<file path="config.mk">
export PLATFORM = sky130hd
export DESIGN_NAME = sysopt_lockreg
export DESIGN_NICKNAME = d
export VERILOG_FILES = /design/src/rtl/sysopt_pkg.sv /design/src/rtl/sysopt_cfg_store.sv /design/src/rtl/sysopt_usb_route.sv /design/src/rtl/sysopt_stop_timer.sv /design/src/rtl/sysopt_lockreg.sv
export SDC_FILE = /design/constraint.sdc
export NUM_CORES = 1
export LEC_CHECK = 0
export ABC_AREA = 1
export BUFFER_PORTS_ARGS = -buffer_cell sky130_fd_sc_hd__buf_2
export CELL_PAD_IN_SITES_DETAIL_PLACEMENT = 1
export CELL_PAD_IN_SITES_GLOBAL_PLACEMENT = 1
export CORE_MARGIN = 2
export CORE_UTILIZATION = 25
export DETAILED_ROUTE_END_ITERATION = 8
export PLACE_DENSITY_LB_ADDON = 0.1
export SLEW_MARGIN = 20
export SYNTH_ARGS = -nofsm -noshare
export SYNTH_HDL_FRONTEND = slang
export SYNTH_SLANG_ARGS = --single-unit
</file>
<file path="constraint.sdc">
create_clock -name clk -period 2.6 [get_ports clk]
set_input_delay 0.52 -clock clk [delete_from_list [all_inputs] [get_ports clk]]
set_output_delay 0.52 -clock clk [all_outputs]
set_load 0.01 [all_outputs]
</file>
<file path="src/rtl/sysopt_pkg.sv">
package sysopt_pkg;

  // Stored option bits, most significant first: bits 5..0 of the register
  typedef struct packed {
    logic       usb_irq_mode;   // bit 5
    logic       lvd_off;        // bit 4
    logic       short_rec;      // bit 3
    logic [2:0] misc;           // bits 2..0
  } sysopt_cfg_t;

  localparam int CFG_W = 6;

  // Recovery length in clock cycles for a given select bit
  function automatic int rec_len(input logic short_sel, input int short_cyc, input int long_cyc);
    return short_sel ? short_cyc : long_cyc;
  endfunction

  // Read view: unimplemented top bits are zero
  function automatic logic [7:0] read_view(input sysopt_cfg_t c);
    return {2'b00, c};
  endfunction

endpackage

</file>
<file path="src/rtl/sysopt_cfg_store.sv">
module sysopt_cfg_store
  import sysopt_pkg::*;
(
  input  logic        clk,
  input  logic        rst_pwr_n,
  input  logic        rst_any_n,
  input  logic        wr_hit,
  input  logic [7:0]  wdata,
  output sysopt_cfg_t cfg,
  output logic        locked
);

  sysopt_cfg_t cfg_q;
  logic        lock_q;
  logic        accept;
  logic        unused_hi;

  assign unused_hi = ^wdata[7:6];
  assign accept    = wr_hit && !lock_q;

  always_ff @(posedge clk) begin
    if (!rst_pwr_n) begin
      cfg_q  <= '0;
      lock_q <= 1'b0;
    end else if (!rst_any_n) begin
      cfg_q.short_rec <= 1'b0;
      cfg_q.misc      <= '0;
      lock_q          <= 1'b0;
    end else if (accept) begin
      cfg_q  <= sysopt_cfg_t'(wdata[CFG_W-1:0]);
      lock_q <= 1'b1;
    end
  end

  assign cfg    = cfg_q;
  assign locked = lock_q;

  // a locked register does not move
  a_r1_locked_stable: assert property (@(posedge clk) disable iff (!rst_pwr_n || !rst_any_n)
    lock_q |=> $stable(cfg_q));

  // lock stays set until a reset
  a_r1_lock_sticky: assert property (@(posedge clk) disable iff (!rst_pwr_n || !rst_any_n)
    lock_q |=> lock_q);

  // general reset keeps the upper two bits
  a_r4_hi_survive: assert property (@(posedge clk) disable iff (!rst_pwr_n)
    !rst_any_n |=> (cfg_q.usb_irq_mode == $past(cfg_q.usb_irq_mode)) && (cfg_q.lvd_off == $past(cfg_q.lvd_off)));

  // general reset clears the low bits and the lock
  a_r5_low_clear: assert property (@(posedge clk) disable iff (!rst_pwr_n)
    !rst_any_n |=> (!cfg_q.short_rec && cfg_q.misc == 3'b000 && !lock_q));

endmodule

</file>
<file path="src/rtl/sysopt_usb_route.sv">
module sysopt_usb_route (
  input  logic clk,
  input  logic rst_n,
  input  logic evt,
  input  logic irq_mode,
  input  logic ack,
  output logic irq_req,
  output logic chip_rst_req
);

  logic irq_q;
  logic rst_pls_q;
  logic set_irq;
  logic set_rst;

  assign set_irq = evt && irq_mode;
  assign set_rst = evt && !irq_mode;

  always_ff @(posedge clk) begin
    if (!rst_n) begin
      irq_q     <= 1'b0;
      rst_pls_q <= 1'b0;
    end else begin
      rst_pls_q <= set_rst;
      if (set_irq)  irq_q <= 1'b1;
      else if (ack) irq_q <= 1'b0;
    end
  end

  assign irq_req      = irq_q;
  assign chip_rst_req = rst_pls_q;

  // flag holds without acknowledge
  a_r7_irq_sticky: assert property (@(posedge clk) disable iff (!rst_n)
    irq_q && !ack |=> irq_q);

  // an event in interrupt mode always leaves the flag set
  a_r7_irq_set: assert property (@(posedge clk) disable iff (!rst_n)
    evt && irq_mode |=> irq_q);

  // a chip reset pulse has a cause in reset-routing mode
  a_r8_pulse_cause: assert property (@(posedge clk) disable iff (!rst_n)
    rst_pls_q |-> $past(evt && !irq_mode));

endmodule

</file>
<file path="src/rtl/sysopt_stop_timer.sv">
module sysopt_stop_timer
  import sysopt_pkg::*;
#(
  parameter int LONG_CYC  = 4096,
  parameter int SHORT_CYC = 2048
) (
  input  logic clk,
  input  logic rst_n,
  input  logic wake,
  input  logic short_sel,
  output logic busy,
  output logic resume
);

  localparam int MAX_CYC = (LONG_CYC > SHORT_CYC) ? LONG_CYC : SHORT_CYC;
  localparam int CNT_W   = $clog2(MAX_CYC + 1);

  logic [CNT_W-1:0] cnt_q;
  logic             busy_q;
  logic             res_q;
  logic             start;
  logic             done;
  logic [CNT_W-1:0] load_val;

  assign start    = wake && !busy_q;
  assign done     = busy_q && (cnt_q == '0);
  assign load_val = CNT_W'(rec_len(short_sel, SHORT_CYC, LONG_CYC) - 1);

  always_ff @(posedge clk) begin
    if (!rst_n) begin
      cnt_q  <= '0;
      busy_q <= 1'b0;
      res_q  <= 1'b0;
    end else begin
      res_q <= done;
      if (start) begin
        cnt_q  <= load_val;
        busy_q <= 1'b1;
      end else if (done) begin
        busy_q <= 1'b0;
      end else if (busy_q) begin
        cnt_q <= cnt_q - 1'b1;
      end
    end
  end

  assign busy   = busy_q;
  assign resume = res_q;

  // resume coincides with the end of the busy window
  a_r9_resume_idle: assert property (@(posedge clk) disable iff (!rst_n)
    res_q |-> !busy_q);

  // resume is a single cycle
  a_r9_resume_single: assert property (@(posedge clk) disable iff (!rst_n)
    res_q |=> !res_q);

  // a running count is neither dropped nor restarted by wake
  a_r10_no_restart: assert property (@(posedge clk) disable iff (!rst_n)
    busy_q && cnt_q != '0 |=> busy_q && (cnt_q == $past(cnt_q) - 1'b1));

endmodule

</file>
<file path="src/rtl/sysopt_lockreg.sv">
module sysopt_lockreg
  import sysopt_pkg::*;
#(
  parameter int          ADDR_W    = 8,
  parameter logic [7:0]  REG_ADDR  = 8'h1F,
  parameter int          LONG_CYC  = 4096,
  parameter int          SHORT_CYC = 2048
) (
  input  logic              clk,
  input  logic              rst_pwr_n,
  input  logic              rst_any_n,
  input  logic              bus_sel,
  input  logic              bus_wr,
  input  logic [ADDR_W-1:0] bus_addr,
  input  logic [7:0]        bus_wdata,
  output logic [7:0]        bus_rdata,
  input  logic              usb_busrst_evt,
  input  logic              usb_irq_ack,
  output logic              usb_irq_req,
  output logic              chip_rst_req,
  output logic              lvd_disable,
  output logic [2:0]        opt_bits,
  input  logic              wake_pulse,
  output logic              recovery_busy,
  output logic              resume_pulse
);

  sysopt_cfg_t cfg;
  logic        addr_hit;
  logic        wr_hit;
  logic        locked;
  logic        rst_gen_n;

  assign rst_gen_n = rst_pwr_n && rst_any_n;
  assign addr_hit  = bus_sel && (bus_addr == ADDR_W'(REG_ADDR));
  assign wr_hit    = addr_hit && bus_wr;

  sysopt_cfg_store u_store (
    .clk       (clk),
    .rst_pwr_n (rst_pwr_n),
    .rst_any_n (rst_any_n),
    .wr_hit    (wr_hit),
    .wdata     (bus_wdata),
    .cfg       (cfg),
    .locked    (locked)
  );

  sysopt_usb_route u_route (
    .clk          (clk),
    .rst_n        (rst_gen_n),
    .evt          (usb_busrst_evt),
    .irq_mode     (cfg.usb_irq_mode),
    .ack          (usb_irq_ack),
    .irq_req      (usb_irq_req),
    .chip_rst_req (chip_rst_req)
  );

  sysopt_stop_timer #(
    .LONG_CYC  (LONG_CYC),
    .SHORT_CYC (SHORT_CYC)
  ) u_timer (
    .clk       (clk),
    .rst_n     (rst_gen_n),
    .wake      (wake_pulse),
    .short_sel (cfg.short_rec),
    .busy      (recovery_busy),
    .resume    (resume_pulse)
  );

  assign bus_rdata   = (addr_hit && !bus_wr) ? read_view(cfg) : 8'h00;
  assign lvd_disable = cfg.lvd_off;
  assign opt_bits    = cfg.misc;

  // the two routing outputs never start in the same cycle
  a_r8_route_exclusive: assert property (@(posedge clk) disable iff (!rst_gen_n)
    chip_rst_req |-> !$rose(usb_irq_req));

  // a write accepted while unlocked locks the register
  a_r1_write_locks: assert property (@(posedge clk) disable iff (!rst_gen_n)
    wr_hit |=> locked);

endmodule

</file>
# Yosys cells after proc, flatten, opt, wreduce, memory -nomap -nowiden
# Cells that the tools add are included.
[totals] register_bits=24 in_bits=24 out_inout_bits=16 elab_cells=43
[op_classes] n_addsub=2 eq_ne=2 n_mux=9 n_reduce_logical=20
[ops] operator="$mux 13" n=4
[ops] operator="$logic_not 13->1" n=1
[ops] operator="$sub 13x1->13 const B" n=1
[ops] operator="$sub 13x2->13 const B" n=1
[ops] operator="$logic_and 1x1->1" n=9
[ops] operator="$eq 8x5->1 const B" n=1
[ops] operator="$mux 6" n=1
[ops] operator="$reduce_and 2->1" n=3
[ops] operator="$reduce_bool 2->1" n=3
[ops] operator="$logic_not 1->1" n=4
[ops] operator="$mux 1" n=4
[ops] operator="$ne 2x1->1 const B" n=1

# Depth between registers and ports, before layout
[logic_depth] ltp_word=5 mapped_depth=11 ltp_nobuf=11

# Cells and area by module
# A second synthesis with hierarchy kept.
[hier_totals] cells_unflattened=232 hier_area_um2=1440.1
[modules_own_cells] module="sysopt_stop_timer" n_inst=1 cells_each=156 area_each_um2=967.2 seq_area_each_um2=300.3
[modules_own_cells] module="sysopt_cfg_store" n_inst=1 cells_each=36 area_each_um2=265.3 seq_area_each_um2=140.1
[modules_own_cells] module="sysopt_lockreg" n_inst=1 cells_each=32 area_each_um2=142.6 seq_area_each_um2=0.0
[modules_own_cells] module="sysopt_usb_route" n_inst=1 cells_each=8 area_each_um2=65.1 seq_area_each_um2=40.0

# Worst setup path after synthesis
# No wires, ideal clock.
[synth_path] path_type="input-to-output" startpoint="input port bus_addr[4]" endpoint="output port bus_rdata[0]" arrival_time_ns=1.085 required_time_ns=2.080 slack_ns=0.995 cell_stages=6 n_path_buf=0 path_cell_list="inv_1 > nor2_1 > nand3_1 > nor2_1 > nand2_1 > nor2_1"
[synth_via] elab_chain_len=4
[synth_rtl] item="from (decl)" line_no="sysopt_lockreg.sv:14" text="input logic [ADDR_W-1:0] bus_addr,"
[synth_rtl] item="$eq 8x5->1" line_no="sysopt_lockreg.sv:35" text="assign addr_hit = bus_sel && (bus_addr == ADDR_W'(REG_ADDR));"
[synth_rtl] item="$logic_and 1x1->1" line_no="sysopt_lockreg.sv:35"
[synth_rtl] item="$logic_and 1x1->1" line_no="sysopt_lockreg.sv:70" text="assign bus_rdata = (addr_hit && !bus_wr) ? read_view(cfg) : 8'h00;"
[synth_rtl] item="$mux 6" line_no="sysopt_lockreg.sv:70"
[synth_rtl] item="to (decl)" line_no="sysopt_lockreg.sv:16" text="output logic [7:0] bus_rdata,"
# Every way passes these cells.

# Worst setup path in the final report
[layout_path] startpoint="input port bus_addr[5]" endpoint="output port bus_rdata[3]"
# Same word-level chain as after synthesis.

==> summary.md <==
| Metric | Value |
|---|---|
| Status | finished clean |
| Initial drt markers | 30 |
| Die span in y | 78.0 µm |
| Final setup violation count | 0 |
| Crit path kind | in2out |
| Crit path to | bus_rdata[3] |
| Synth top area cells | dfxtp_1 35%, nand2_1 16%, nor2_1 10% |
| Layout cells sized above 1 | 20.4% |
| IO Pins | 40 |
| Post-CTS setup buffers | 0 |
| DR vias/cell | 4.44 |
| P_int | 0.590 mW |
| Net count, final | 282 |
| Core outline area | 5200 µm² |
| Detailed Route WL | 3830 µm |
| Mapped cell area | 1370 µm² |
| Port bufs | 35 |
| Fin crit share | 73.1% |
| Worst path cell trace | buf_2 -> nor2_1 -> nand3_1 -> nor2_1 -> nand2_1 -> nor2_1 -> buf_2 |
| Post-route ant nets | 0 |
| RSZ-0062 raised after global routing | false |
| GPL Wtd Cong | 0.744 |
| H-tree depth | 1 |
| FF-to-FF End | u_timer.cnt_q[3] |
| Most used cell along the critical path | nor2_1 |
| Sw frac | 32.0% |
| Crit path max-delay family | simple AND/OR/NAND/NOR gates |
| Crit path depth | 7 |
| PD cells | 521 nW/µm² |
| CP Buf/Inv Count | 2 |
| CTS Root Cell | clkbuf_8 |
| Clk buf depth | 2 |
| CP required | 2.08 ns |
| TNS Setup | 0 ns |
| First-pass GRT wire length | 6460 µm |
| Sw power | 0.277 mW |
| Die footprint | 6080 µm² |
| Yosys top cell by area | dfxtp_1 |
| Leakage | 0.850 nW |
| Die width | 78.0 µm |
| GRT overflow | 0 |
| Initial antenna violation count | 0 |
| Clock Latency Late Sink | 0.28 ns |
| Syn. warnings | 0 |
| DPL Wire Length | 2960 µm |
| Max Clock Skew | 0.00722 ns |
| Count of unique library cells instantiated by Yosys | 29 |
| Max Cap Viol | 0 |
| Peak Freq | 526 MHz |
| Setup slack, reg-to-reg | 0.87 ns |
| CTS Buf Count | 3 |
| Seq/Total Area, Yosys | 35.1% |
| Mapped Avg Cell Area | 6.25 µm² |
| CTS resizes | 0 |
| DRC | 0 |
| P&R area growth vs syn | 21.5% |
| Max-slew violations | 0 |
| Rows | 26 |
| Drt pass-1 iters | 4 |
| Crit-path max FO | 6 |
| DR WL/cell | 11.8 µm |
| Register bit total from synthesis | 24 |
| Yosys top cell area share | 35.1% |
| Pin count of the biggest net entering global routing | 15 |
| Clock Sinks | 24 |
| Mapped Cells | 219 |
| Worst Reg2Reg Path Length in Cells | 9 |
| Pwr Total | 0.867 mW |
| CP endpoint kind | output port |
| ANT cells | 0 |
| Crit-path max cell delay | 0.16 ns |
| Crit Reg-Reg Startpoint | u_timer.cnt_q[0] |
| Final hold vios | 0 |
| Worst Setup SP | bus_addr[5] |
| Final critical-path required period | 1.90 ns |
| Vias | 1,443 |
| Startpoint Class | input pin |
| Layout filler cell count | 719 |
| Starting Density | 26.3% |
| Clock share of power | 31.1% |
| CP max-delay cell | nand2_1 |
| Vias in the first global route | 1,401 |
| Sequential share of power | 45.7% |
| Clk slew on worst S/H paths | 0.09 ns |
| Total track usage | 13.6% |
| Reg area | 480 µm² |
| CP arrival | 1.38 ns |
| Cts hold-fix bufs | 0 |
| Multi-input gate area | 737 µm² |
| CTS tree | yes |
| Hold Path Class | reg2reg |
| VDD IR-drop max | 0.172 mV |
| Comb power frac | 23.2% |
## worst min path at each step
stage,start,endpoint,slack (ns),depth (start not counted)
after global placement,u_store.cfg[5],u_route.chip_rst_req,0.42,1
after floorplan,u_store.cfg[5],u_route.chip_rst_req,0.39,1
after global routing,usb_irq_ack,u_route.irq_req,0.44,2
after CTS,usb_irq_ack,u_route.irq_req,0.43,2
final,u_store.cfg[5],u_route.chip_rst_req,0.43,1
after detailed placement,u_store.cfg[5],u_route.chip_rst_req,0.42,1
## final cells by class
class                      instances  area share [%]
inverter                          30            6.77
tap                               70            5.27
timing repair buffer              37            11.4
multi-input combinational        160            44.3
clock buffer                       4            3.31
sequential                        24            28.9
## per-layer routing
metal | share of wire [%] | track usage (%)
met4 | 1.8 | 6.32
met2 | 43 | 20.7
met1 | 52 | 18.9
met5 | 0 | 0
met3 | 3.3 | 1.98
## kinds of logic (layout without fill, tap and decap cells)
family                     after synthesis  in the layout  share of synthesized area (%)
adders and majority gates                2              2                           1.83
DFF                                     24             24                           35.1
buffers and inverters                   36             71                           11.3
and+or+nand+nor                        135            135                           43.1
xor gates and xnor gates                 1              1                          0.640
AOI/OAI and AO/OA                       20             20                           7.77
other                                    1              2                          0.274
## cell usage after synthesis
cell type   n
a21oi_1    12
buf_2       1
buf_4       2
buf_8       1
clkbuf_1    2
clkinv_1    2
conb_1      1
dfxtp_1    24
ha_1        2
inv_1      26
inv_2       2
nand2_1    57
nand2_2     2
nand2_4     1
nand3_1    27
nand3_2     1
nand3b_1    1
nand4_1     2
nor2_1     37
nor2_2      3
nor3_2      1
nor4_1      1
o21a_1      1
o21ai_0     4
o21ai_1     2
o32ai_1     1
or2_0       1
or2_2       1
xnor2_1     1
## stage by stage
stage / hold WS (ns) / instances / instance area, µm² / worst slack, ns / util (%)
after floorplan: 0.392 / 220 / 1370 / 0.995 / -
final: 0.432 / 325 / 1660 / 0.699 / 31.9
after global placement: 0.422 / 321 / 1610 / 0.697 / 30.9
after global routing: 0.440 / 325 / 1660 / 0.526 / 31.9
after CTS: 0.425 / 325 / 1660 / 0.659 / 31.9
after detailed placement: 0.419 / 321 / 1610 / 0.663 / 30.9
## power by group through the flow
| stage | clock network (mW) | registers (mW) | logic [mW] |
|---|---|---|---|
| floorplan | 0 | 0.401 | 0.150 |
| global placement | 0 | 0.405 | 0.202 |
| detailed placement | 0 | 0.405 | 0.204 |
| CTS | 0.284 | 0.396 | 0.205 |
| global route | 0.297 | 0.399 | 0.235 |
| finish | 0.270 | 0.396 | 0.201 |
## worst register-to-register path: cells and delay by family (launching register included)
family / cells / cell delay (ns)
fa+ha+maj: 1 / 0.22
flops: 1 / 0.32
buf+inv: 1 / 0.20
compound gates: 2 / 0.25
simple gates: 5 / 0.64
## sequential cells by signal, indices dropped and copies added, names as in the netlist
name,count
u_timer.cnt_q,13
u_store.cfg,6
u_route.chip_rst_req,1
u_route.irq_req,1
u_store.locked,1
u_timer.busy,1
u_timer.resume,1
## cells in the final DEF (no fill, tap or decap), types with 3 or more instances in the layout
master / instances
nor2_1: 37
o21ai_0: 4
buf_2: 35
nand3_1: 27
inv_1: 26
dfxtp_1: 24
nand2_1: 57
a21oi_1: 12
nor2_2: 3
clkbuf_8: 4
No activity file was read; power rests on OpenSTA's default activity.
